[src/rtl/irq_frame_pkg.sv]
package irq_frame_pkg;

  localparam int WORD_W      = 16;
  localparam int OFF_W       = 12;
  localparam int FMT_W       = 4;
  localparam int LVL_W       = 3;
  localparam int SLOT_W      = 3;
  localparam int SR_IPL_LSB  = 8;

  localparam logic [WORD_W-1:0] SR_S_MASK   = 16'h2000;
  localparam logic [WORD_W-1:0] SR_M_MASK   = 16'h1000;
  localparam logic [WORD_W-1:0] SR_IPL_MASK = 16'h0700;

  localparam logic [FMT_W-1:0] FMT_NORMAL = 4'h0;
  localparam logic [FMT_W-1:0] FMT_THROW  = 4'h1;
  localparam logic [FMT_W-1:0] FMT_COP    = 4'h9;

  // frame slots in write order; a short frame starts at SLOT_FMT
  localparam logic [SLOT_W-1:0] SLOT_COP_HI = 3'd0;
  localparam logic [SLOT_W-1:0] SLOT_COP_LO = 3'd1;
  localparam logic [SLOT_W-1:0] SLOT_FMT    = 3'd2;
  localparam logic [SLOT_W-1:0] SLOT_PC_LO  = 3'd3;
  localparam logic [SLOT_W-1:0] SLOT_PC_HI  = 3'd4;
  localparam logic [SLOT_W-1:0] SLOT_SR     = 3'd5;

  typedef enum logic [2:0] {
    ST_IDLE,
    ST_PUSH,
    ST_FETCH,
    ST_WAIT,
    ST_FIN
  } seq_state_e;

endpackage

[src/rtl/irq_frame_word.sv]
module irq_frame_word
  import irq_frame_pkg::*;
#(
  parameter int ADDR_W = 32
) (
  input  logic [SLOT_W-1:0] slot_i,
  input  logic [FMT_W-1:0]  fmt_i,
  input  logic [OFF_W-1:0]  off_i,
  input  logic [ADDR_W-1:0] pc_i,
  input  logic [WORD_W-1:0] sr_i,
  input  logic [ADDR_W-1:0] info_i,
  output logic [WORD_W-1:0] word_o
);

  always_comb begin
    unique case (slot_i)
      SLOT_COP_HI: word_o = info_i[ADDR_W-1 -: WORD_W];
      SLOT_COP_LO: word_o = info_i[WORD_W-1:0];
      SLOT_FMT:    word_o = {fmt_i, off_i};
      SLOT_PC_LO:  word_o = pc_i[WORD_W-1:0];
      SLOT_PC_HI:  word_o = pc_i[ADDR_W-1 -: WORD_W];
      default:     word_o = sr_i;
    endcase
  end

endmodule

[src/rtl/irq_frame_ctrl.sv]
module irq_frame_ctrl
  import irq_frame_pkg::*;
#(
  parameter int ADDR_W = 32,
  parameter int VEC_W  = 8
) (
  input  logic              clk_i,
  input  logic              rst_ni,
  input  logic              req_valid_i,
  input  logic [LVL_W-1:0]  req_level_i,
  input  logic [VEC_W-1:0]  req_vector_i,
  input  logic              req_uninit_i,
  input  logic [WORD_W-1:0] cur_sr_i,
  input  logic [ADDR_W-1:0] resume_pc_i,
  input  logic [ADDR_W-1:0] msp_i,
  input  logic [ADDR_W-1:0] isp_i,
  input  logic              cop_busy_i,
  input  logic [ADDR_W-1:0] cop_info_i,
  input  logic [ADDR_W-1:0] vbr_i,
  output logic              wr_valid_o,
  output logic [ADDR_W-1:0] wr_addr_o,
  output logic [SLOT_W-1:0] slot_o,
  output logic [FMT_W-1:0]  fmt_o,
  output logic [OFF_W-1:0]  off_o,
  output logic [ADDR_W-1:0] pc_o,
  output logic [WORD_W-1:0] sr_copy_o,
  output logic [ADDR_W-1:0] info_o,
  output logic              rd_valid_o,
  output logic [ADDR_W-1:0] rd_addr_o,
  input  logic [ADDR_W-1:0] rd_data_i,
  output logic              done_o,
  output logic [WORD_W-1:0] new_sr_o,
  output logic [ADDR_W-1:0] new_pc_o,
  output logic [ADDR_W-1:0] new_msp_o,
  output logic [ADDR_W-1:0] new_isp_o
);

  localparam int OFF_PAD = OFF_W - VEC_W - 2;
  localparam logic [VEC_W-1:0] UNINIT_VEC = VEC_W'(15);
  localparam logic [ADDR_W-1:0] WORD_BYTES = ADDR_W'(WORD_W / 8);

  seq_state_e        state_q, state_d;
  logic [VEC_W-1:0]  vec_q, vec_d;
  logic [WORD_W-1:0] sr_q, sr_d;
  logic [WORD_W-1:0] nsr_q, nsr_d;
  logic [ADDR_W-1:0] rpc_q, rpc_d;
  logic [ADDR_W-1:0] hpc_q, hpc_d;
  logic [ADDR_W-1:0] info_q, info_d;
  logic [ADDR_W-1:0] vbr_q, vbr_d;
  logic [ADDR_W-1:0] msp_q, msp_d;
  logic [ADDR_W-1:0] isp_q, isp_d;
  logic              cop_q, cop_d;
  logic              on_msp_q, on_msp_d;
  logic              second_q, second_d;
  logic [SLOT_W-1:0] slot_q, slot_d;
  logic              accept;
  logic              push_en;
  logic [ADDR_W-1:0] sp_cur;
  logic [OFF_W-1:0]  off;

  assign accept  = (state_q == ST_IDLE) && req_valid_i;
  assign push_en = (state_q == ST_PUSH);
  assign sp_cur  = on_msp_q ? msp_q : isp_q;
  assign off     = {{OFF_PAD{1'b0}}, vec_q, 2'b00};

  // next-state process
  always_comb begin
    state_d  = state_q;
    vec_d    = vec_q;
    sr_d     = sr_q;
    nsr_d    = nsr_q;
    rpc_d    = rpc_q;
    hpc_d    = hpc_q;
    info_d   = info_q;
    vbr_d    = vbr_q;
    msp_d    = msp_q;
    isp_d    = isp_q;
    cop_d    = cop_q;
    on_msp_d = on_msp_q;
    second_d = second_q;
    slot_d   = slot_q;
    unique case (state_q)
      ST_IDLE: begin
        if (accept) begin
          state_d  = ST_PUSH;
          vec_d    = req_uninit_i ? UNINIT_VEC : req_vector_i;
          sr_d     = cur_sr_i;
          nsr_d    = (cur_sr_i & ~(SR_S_MASK | SR_M_MASK | SR_IPL_MASK))
                   | SR_S_MASK
                   | (WORD_W'(req_level_i) << SR_IPL_LSB);
          rpc_d    = resume_pc_i;
          info_d   = cop_info_i;
          vbr_d    = vbr_i;
          msp_d    = msp_i;
          isp_d    = isp_i;
          cop_d    = cop_busy_i;
          on_msp_d = (cur_sr_i & SR_M_MASK) != '0;
          second_d = 1'b0;
          slot_d   = cop_busy_i ? SLOT_COP_HI : SLOT_FMT;
        end
      end
      ST_PUSH: begin
        if (on_msp_q) msp_d = msp_q - WORD_BYTES;
        else          isp_d = isp_q - WORD_BYTES;
        if (slot_q == SLOT_SR) begin
          if (on_msp_q) begin
            on_msp_d = 1'b0;
            second_d = 1'b1;
            slot_d   = SLOT_FMT;
          end else begin
            state_d  = ST_FETCH;
          end
        end else begin
          slot_d = slot_q + 1'b1;
        end
      end
      ST_FETCH: state_d = ST_WAIT;
      ST_WAIT: begin
        hpc_d   = rd_data_i;
        state_d = ST_FIN;
      end
      default: state_d = ST_IDLE;
    endcase
  end

  // register process
  always_ff @(posedge clk_i or negedge rst_ni) begin
    if (!rst_ni) begin
      state_q  <= ST_IDLE;
      vec_q    <= '0;
      sr_q     <= '0;
      nsr_q    <= '0;
      rpc_q    <= '0;
      hpc_q    <= '0;
      info_q   <= '0;
      vbr_q    <= '0;
      msp_q    <= '0;
      isp_q    <= '0;
      cop_q    <= 1'b0;
      on_msp_q <= 1'b0;
      second_q <= 1'b0;
      slot_q   <= '0;
    end else begin
      state_q <= state_d;
      if (accept) begin
        vec_q  <= vec_d;
        sr_q   <= sr_d;
        nsr_q  <= nsr_d;
        rpc_q  <= rpc_d;
        info_q <= info_d;
        vbr_q  <= vbr_d;
        cop_q  <= cop_d;
      end
      if (accept || push_en) begin
        msp_q    <= msp_d;
        isp_q    <= isp_d;
        on_msp_q <= on_msp_d;
        second_q <= second_d;
        slot_q   <= slot_d;
      end
      if (state_q == ST_WAIT) hpc_q <= hpc_d;
    end
  end

  assign wr_valid_o = push_en;
  assign wr_addr_o  = sp_cur - WORD_BYTES;
  assign slot_o     = slot_q;
  assign fmt_o      = second_q ? FMT_THROW : (cop_q ? FMT_COP : FMT_NORMAL);
  assign off_o      = off;
  assign pc_o       = rpc_q;
  assign sr_copy_o  = second_q ? (sr_q | SR_S_MASK) : sr_q;
  assign info_o     = info_q;
  assign rd_valid_o = (state_q == ST_FETCH);
  assign rd_addr_o  = vbr_q + ADDR_W'(off);
  assign done_o     = (state_q == ST_FIN);
  assign new_sr_o   = nsr_q;
  assign new_pc_o   = hpc_q;
  assign new_msp_o  = msp_q;
  assign new_isp_o  = isp_q;

  AST_ADDR_STEP: assert property (@(posedge clk_i) disable iff (!rst_ni)
    wr_valid_o && $past(wr_valid_o) && (on_msp_q == $past(on_msp_q))
      |-> wr_addr_o == $past(wr_addr_o) - WORD_BYTES);

  AST_UNINIT_VEC: assert property (@(posedge clk_i) disable iff (!rst_ni)
    (state_q == ST_IDLE) && req_valid_i && req_uninit_i
      |=> vec_q == UNINIT_VEC);

  AST_DONE_SR: assert property (@(posedge clk_i) disable iff (!rst_ni)
    done_o |-> ((new_sr_o & SR_S_MASK) != '0) && ((new_sr_o & SR_M_MASK) == '0));

  AST_RD_AFTER_WR: assert property (@(posedge clk_i) disable iff (!rst_ni)
    rd_valid_o |-> $past(wr_valid_o));

  AST_DONE_PULSE: assert property (@(posedge clk_i) disable iff (!rst_ni)
    done_o |=> !done_o);

  AST_BUSY_IGNORE: assert property (@(posedge clk_i) disable iff (!rst_ni)
    (state_q != ST_IDLE) && req_valid_i |=> $stable(vec_q) && $stable(sr_q));

  AST_THROW_FMT: assert property (@(posedge clk_i) disable iff (!rst_ni)
    wr_valid_o && $fell(on_msp_q) |-> fmt_o == FMT_THROW);

endmodule

[src/rtl/irq_frame_seq.sv]
module irq_frame_seq
  import irq_frame_pkg::*;
#(
  parameter int ADDR_W = 32,
  parameter int VEC_W  = 8
) (
  input  logic              clk_i,
  input  logic              rst_ni,
  input  logic              req_valid_i,
  input  logic [2:0]        req_level_i,
  input  logic [VEC_W-1:0]  req_vector_i,
  input  logic              req_uninit_i,
  input  logic [15:0]       cur_sr_i,
  input  logic [ADDR_W-1:0] resume_pc_i,
  input  logic [ADDR_W-1:0] msp_i,
  input  logic [ADDR_W-1:0] isp_i,
  input  logic              cop_busy_i,
  input  logic [ADDR_W-1:0] cop_info_i,
  input  logic [ADDR_W-1:0] vbr_i,
  output logic              wr_valid_o,
  output logic [ADDR_W-1:0] wr_addr_o,
  output logic [15:0]       wr_data_o,
  output logic              rd_valid_o,
  output logic [ADDR_W-1:0] rd_addr_o,
  input  logic [ADDR_W-1:0] rd_data_i,
  output logic              done_o,
  output logic [15:0]       new_sr_o,
  output logic [ADDR_W-1:0] new_pc_o,
  output logic [ADDR_W-1:0] new_msp_o,
  output logic [ADDR_W-1:0] new_isp_o
);

  logic [1:0]        rst_sync_q;
  logic              rst_n;
  logic [SLOT_W-1:0] slot;
  logic [FMT_W-1:0]  fmt;
  logic [OFF_W-1:0]  off;
  logic [ADDR_W-1:0] pc;
  logic [WORD_W-1:0] sr_copy;
  logic [ADDR_W-1:0] info;

  // asynchronous assertion, synchronous release
  always_ff @(posedge clk_i or negedge rst_ni) begin
    if (!rst_ni) rst_sync_q <= 2'b00;
    else         rst_sync_q <= {rst_sync_q[0], 1'b1};
  end
  assign rst_n = rst_sync_q[1];

  irq_frame_ctrl #(.ADDR_W(ADDR_W), .VEC_W(VEC_W)) u_ctrl (
    .clk_i        (clk_i),
    .rst_ni       (rst_n),
    .req_valid_i  (req_valid_i),
    .req_level_i  (req_level_i),
    .req_vector_i (req_vector_i),
    .req_uninit_i (req_uninit_i),
    .cur_sr_i     (cur_sr_i),
    .resume_pc_i  (resume_pc_i),
    .msp_i        (msp_i),
    .isp_i        (isp_i),
    .cop_busy_i   (cop_busy_i),
    .cop_info_i   (cop_info_i),
    .vbr_i        (vbr_i),
    .wr_valid_o   (wr_valid_o),
    .wr_addr_o    (wr_addr_o),
    .slot_o       (slot),
    .fmt_o        (fmt),
    .off_o        (off),
    .pc_o         (pc),
    .sr_copy_o    (sr_copy),
    .info_o       (info),
    .rd_valid_o   (rd_valid_o),
    .rd_addr_o    (rd_addr_o),
    .rd_data_i    (rd_data_i),
    .done_o       (done_o),
    .new_sr_o     (new_sr_o),
    .new_pc_o     (new_pc_o),
    .new_msp_o    (new_msp_o),
    .new_isp_o    (new_isp_o)
  );

  irq_frame_word #(.ADDR_W(ADDR_W)) u_word (
    .slot_i (slot),
    .fmt_i  (fmt),
    .off_i  (off),
    .pc_i   (pc),
    .sr_i   (sr_copy),
    .info_i (info),
    .word_o (wr_data_o)
  );

endmodule

[config.mk]
export PLATFORM = sky130hd
export DESIGN_NAME = irq_frame_seq
export DESIGN_NICKNAME = d
export VERILOG_FILES = /design/src/rtl/irq_frame_pkg.sv /design/src/rtl/irq_frame_word.sv /design/src/rtl/irq_frame_ctrl.sv /design/src/rtl/irq_frame_seq.sv
export SDC_FILE = /design/constraint.sdc
export NUM_CORES = 1
export LEC_CHECK = 0
export ABC_AREA = 0
export BUFFER_PORTS_ARGS = -buffer_cell sky130_fd_sc_hd__buf_2
export CAP_MARGIN = 20
export CORE_MARGIN = 8
export CORE_UTILIZATION = 45
export DETAILED_ROUTE_END_ITERATION = 10
export MAX_ROUTING_LAYER = met4
export PLACE_DENSITY = 0.69
export SLEW_MARGIN = 15
export SYNTH_ARGS = -nofsm -noshare
export SYNTH_HDL_FRONTEND = slang
export SYNTH_SLANG_ARGS = --single-unit
[constraint.sdc]
create_clock -name clk_i -period 19.55 [get_ports clk_i]
set_input_delay 0.9775 -clock clk_i [delete_from_list [all_inputs] [get_ports clk_i]]
set_output_delay 0.9775 -clock clk_i [all_outputs]
set_load 0.02 [all_outputs]
[After elaboration in Yosys (flattened, before gate mapping)]
Cells that the tools add are included.
Storage, ports and cells
  flip-flop bits (word level): 243
  bits of input ports: 224
  logic and storage cells: 75
Cells by class
  add/subtract/negate cells: 5
  equal/unequal tests: 14
  multiplexer cells: 28
  bitwise gates (word level): 1
  reductions and logical operators: 12
Operator list (count)
  $mux W32: 5
  $pmux W32 S2: 2
  $sub A32 B2 Y32 const B: 3
  $pmux W16 S5: 1
  $add A32 B10 Y32: 1
  $mux W3: 6
  $or A16 B11 Y16: 1
  $reduce_and A4 Y1: 4
  $mux W14: 1
  $eq A3 B2 Y1 const B: 4
  $pmux W3 S4: 1
  $eq A3 B3 Y1 const B: 3
  $mux W4: 2
  $mux W8: 1
  $eq A3 B1 Y1 const B: 2
  $logic_not A3 Y1: 2
  $pmux W3 S2: 1
  $mux W1: 5
  $reduce_and A5 Y1: 1
  $ne A2 B1 Y1 const B: 2
  $ne A2 B2 Y1 const B: 2
  $pmux W1 S2: 2
  $add A3 B1 Y3 const B: 1
  $ne A3 B2 Y1 const B: 1
  other kinds (6): 6

[Logic depth before layout (Yosys ltp)]
  word-level depth: 4
  depth in mapped cells: 14

[Cells and area by module]
From an unflattened synthesis, not the netlist that was laid out.
Unflattened totals
  cell total of the unflattened synthesis: 1652
  area total of the unflattened synthesis: 13437.9 µm²
Modules (own cells, without submodules)
  irq_frame_ctrl: instances 1, cells each 1535, area each 12519.5 µm², seq. area each 5730.5 µm²
  irq_frame_word: instances 1, cells each 114, area each 864.6 µm², seq. area each 0.0 µm²
  irq_frame_seq: instances 1, cells each 3, area each 53.8 µm², seq. area each 50.0 µm²

[Worst setup path before layout]
OpenSTA, ideal clock, no wires.
  kind: register to output
  start: register u_ctrl.on_msp_q
  end: output wr_addr_o[31]
  arrival time: 4.179 ns
  required time: 18.572 ns
  path slack: 14.393 ns
  stages on the path, launching flop included: 15
  path through: dfrtp_1 -> buf_2 -> buf_2 -> buf_2 -> buf_2 -> buf_1 -> buf_2 -> mux2i_1 -> ha_1 -> nor4b_1 -> a32oi_1 -> nor4b_4 -> nor2b_1 -> nand3_1 -> xor2_1
On the way
  cells in the longest elaborated chain, start to end: 2
RTL lines
  start, declared: line irq_frame_ctrl.sv:53  | logic on_msp_q, on_msp_d;
  start signal, assigned: line irq_frame_ctrl.sv:157  | on_msp_q <= on_msp_d;
  $mux W32: line irq_frame_ctrl.sv:63  | assign sp_cur = on_msp_q ? msp_q : isp_q;
  $sub A32 B2 Y32: line irq_frame_ctrl.sv:166  | assign wr_addr_o = sp_cur - WORD_BYTES;
  end, declared: line irq_frame_seq.sv:21  | output logic [ADDR_W-1:0] wr_addr_o,
No other way between the ends.

[Worst setup path after layout]
  start: register u_ctrl.on_msp_q
  end: output wr_addr_o[23]
The elaborated chain is that of the path after synthesis.

==> run metrics <==
first-pass GRT wire length 74990 um; crit path launch type register; worst slack, placed 15.02 ns; CP max stage cell dfrtp_4; worst-path cell chain mux2i_1, ha_1, nor4b_1, a32oi_1, nor4b_4, nand2_1, xor2_1, mux2i_1, buf_2; sequential share of the synthesized area 44.00%; Die Y 186.9 um; total gr overflow 0; root buf cell clkbuf_16; Die Footprint 0.03492 mm^2; VDD IR max 0.00009321 V; register bit total from synthesis 231; Worst path max stage delay 1.02 ns; HPWL after DPL 35010 um; die width 186.9 um; NetSw 0.001635 W; power share of the combinational group 52.2%; Max Clock Freq 190.9 MHz; area leader, netlist dfrtp_1; syn avg cell area 8.125 um^2; type of the most critical hold path input port to asynchronous set/reset pin; Initial Util 45.78%; worst setup margin 14.31 ns; WS Path Type register to output port; Synth area leaders dfrtp_1 44%, nand2_1 15%, a21oi_1 3.7%; nets 2183; initial antenna violation count 9; Syn Inst Count 1617; CP bufs+invs 1; fin crit period 5.237 ns; Setup crit start u_ctrl.on_msp_q; CP Max Fanout 73; Final Hold Fails 0; WL final 48090 um; Max Slew Vio Count 0; Slew HR 28.79%; Worst-path clk slew 0.06 ns; most frequent CP cell mux2i_1; post-synth cell types 72; Critical Path RT 18.57 ns; length of the first detailed-routing pass in iterations 6; status complete, no violations; Critical Path Sink Type output port; DRT iter0 DRCs 1236; synthesized area 0.01314 mm^2; Core Region 0.02870 mm^2; hold slack 0.2010 ns; setup_tns 0 ns; count leader, synth nand2_1; I/O Buffers 417; # IOs 419; cts bufs inserted 28; static leakage 7.866 nW; H-tree levels 1; clock buffer depth 3; most frequent cells after synthesis 529 x nand2_1, 231 x dfrtp_1, 100 x nor2_1; internal power 0.001619 W; CTS resizes 0; Global Route Usage Sum 26.95%; vias per cell 5.623; CP arrival 4.26 ns; top_reg_cell synth dfrtp_1; Post-CTS Setup Inserts 0; largest net degree at the start of global routing 105; post-synth net total 1858; vias in the first global route 13.00k; part of the cycle the worst path needs 26.79%; insertion delay to the later sink of the worst-skew pair 0.54 ns; Synth async-reset ratio 100.0%; via count 13.22k; CTS Sinks 231; switching share of total power 50.24%; post-synth top area share 44.00%; Sequential Power Share 31.6%; clk_skew 0.01668 ns; # setup viols final 0; Area growth, synth to finish 23.40%; Ys Warns 0; drt wl/cell 20.45 um; slew of the pin with the lowest slew margin 1.066 ns; Max Cap Viol 0; critical path's top delay family simple AND/OR/NAND/NOR gates; ANT nets after route 0; worst reg2reg startpoint u_ctrl.state_q[1]; cts-stage hold buffer count 0; Clk pwr share 16.1%; Final Util 56.49%; CTS tree yes; RSZ-0062 raised after global routing false; ratio of cells with drive above 1 in the final layout 25.49%; row count 62; Post-synth EDFFs 0; DRC violations left 0; gpl congestion 0.9201; PD cells 200.7 mW/mm^2
## sequential cells by signal (all words and copies together), names as in the netlist
name	count
u_ctrl.info_o	32
u_ctrl.on_msp_q	1
u_ctrl.new_msp_o	32
rst_sync_q	2
u_ctrl.vec_q	8
u_ctrl.second_q	1
u_ctrl.state_q	3
u_ctrl.slot_o	3
u_ctrl.new_isp_o	32
u_ctrl.pc_o	32
u_ctrl.new_pc_o	32
u_ctrl.cop_q	1
u_ctrl.vbr_q	32
u_ctrl.sr_q	16
u_ctrl.new_sr_o	4
## path summary, 6_finish.rpt
| kind | slack [ns] | end | cells after the start |
|---|---|---|---|
| worst max register to register | 16.24 | u_ctrl.new_msp_o[13] | 8 |
| worst min-delay path | 0.20 | rst_sync_q[1] | 1 |
| worst min register to register | 0.36 | rst_sync_q[1] | 0 |
| max in group asynchronous | 16.91 | u_ctrl.sr_q[12] | 2 |
| min in group clk_i | 0.36 | rst_sync_q[1] | 0 |
| worst max-delay path | 14.31 | wr_addr_o[23] | 9 |
## layout by cell type (no fill, tap or decap), types with 15 or more instances in the layout
cell type	n
mux2i_1	32
nand2_1	528
nand4_1	17
nor3_1	35
o22ai_1	18
dfrtp_1	229
xnor2_1	42
ha_1	16
nor4_1	18
o21ai_0	50
clkbuf_16	28
nor2_1	100
buf_2	417
a21oi_1	96
or3_1	15
nand3_1	28
xor2_1	23
inv_1	15
a222oi_1	16
## power groups by stage
stage | sequential (W) | clock [W] | combinational [W]
2_1_floorplan | 0.000984 | 0 | 0.00115
3_3_place_gp | 0.00102 | 0 | 0.00167
3_5_place_dp | 0.00103 | 0 | 0.00169
4_1_cts | 0.00102 | 0.000534 | 0.00170
5_1_grt | 0.00106 | 0.000552 | 0.00185
6_report | 0.00103 | 0.000524 | 0.00170
## layout make-up
| class | instances | area, um^2 |
|---|---|---|
| clock inverters | 5 | 111.4 |
| repair buffers | 428 | 2170 |
| multi-input cells | 1237 | 6769 |
| well taps | 384 | 480.5 |
| flip-flops and latches | 231 | 5788 |
| clock buffers | 41 | 809.5 |
| inverters | 16 | 62.56 |
| fillers | 2778 | 12490 |
| diodes | 9 | 22.52 |
## stage by stage
step	std cells	cell area [um^2]	power [W]
3_3_place_gp	2296	15260	0.002686
4_1_cts	2342	16180	0.003258
2_1_floorplan	1617	13140	0.002129
3_5_place_dp	2296	15260	0.002719
6_report	2351	16210	0.003254
5_1_grt	2351	16210	0.003462
## cell families after synthesis
family	synth area share, %
and+or+nand+nor	27.64
AOI/OAI and AO/OA	14.46
xor gates and xnor gates	4.333
DFF	44.00
muxes	3.038
buffers and inverters	4.809
adders and majority gates	1.676
other	0.05716
## layer usage
metal / GRT usage, % / part of all wire [%] / routed length, um
met5: - / 0 / 0
met4: 9.316 / 3.6 / 1708
met3: 5.127 / 7.6 / 3634
met2: 42.91 / 47 / 22770
met1: 34.12 / 42 / 19980
(Power assumes the default switching activity.)
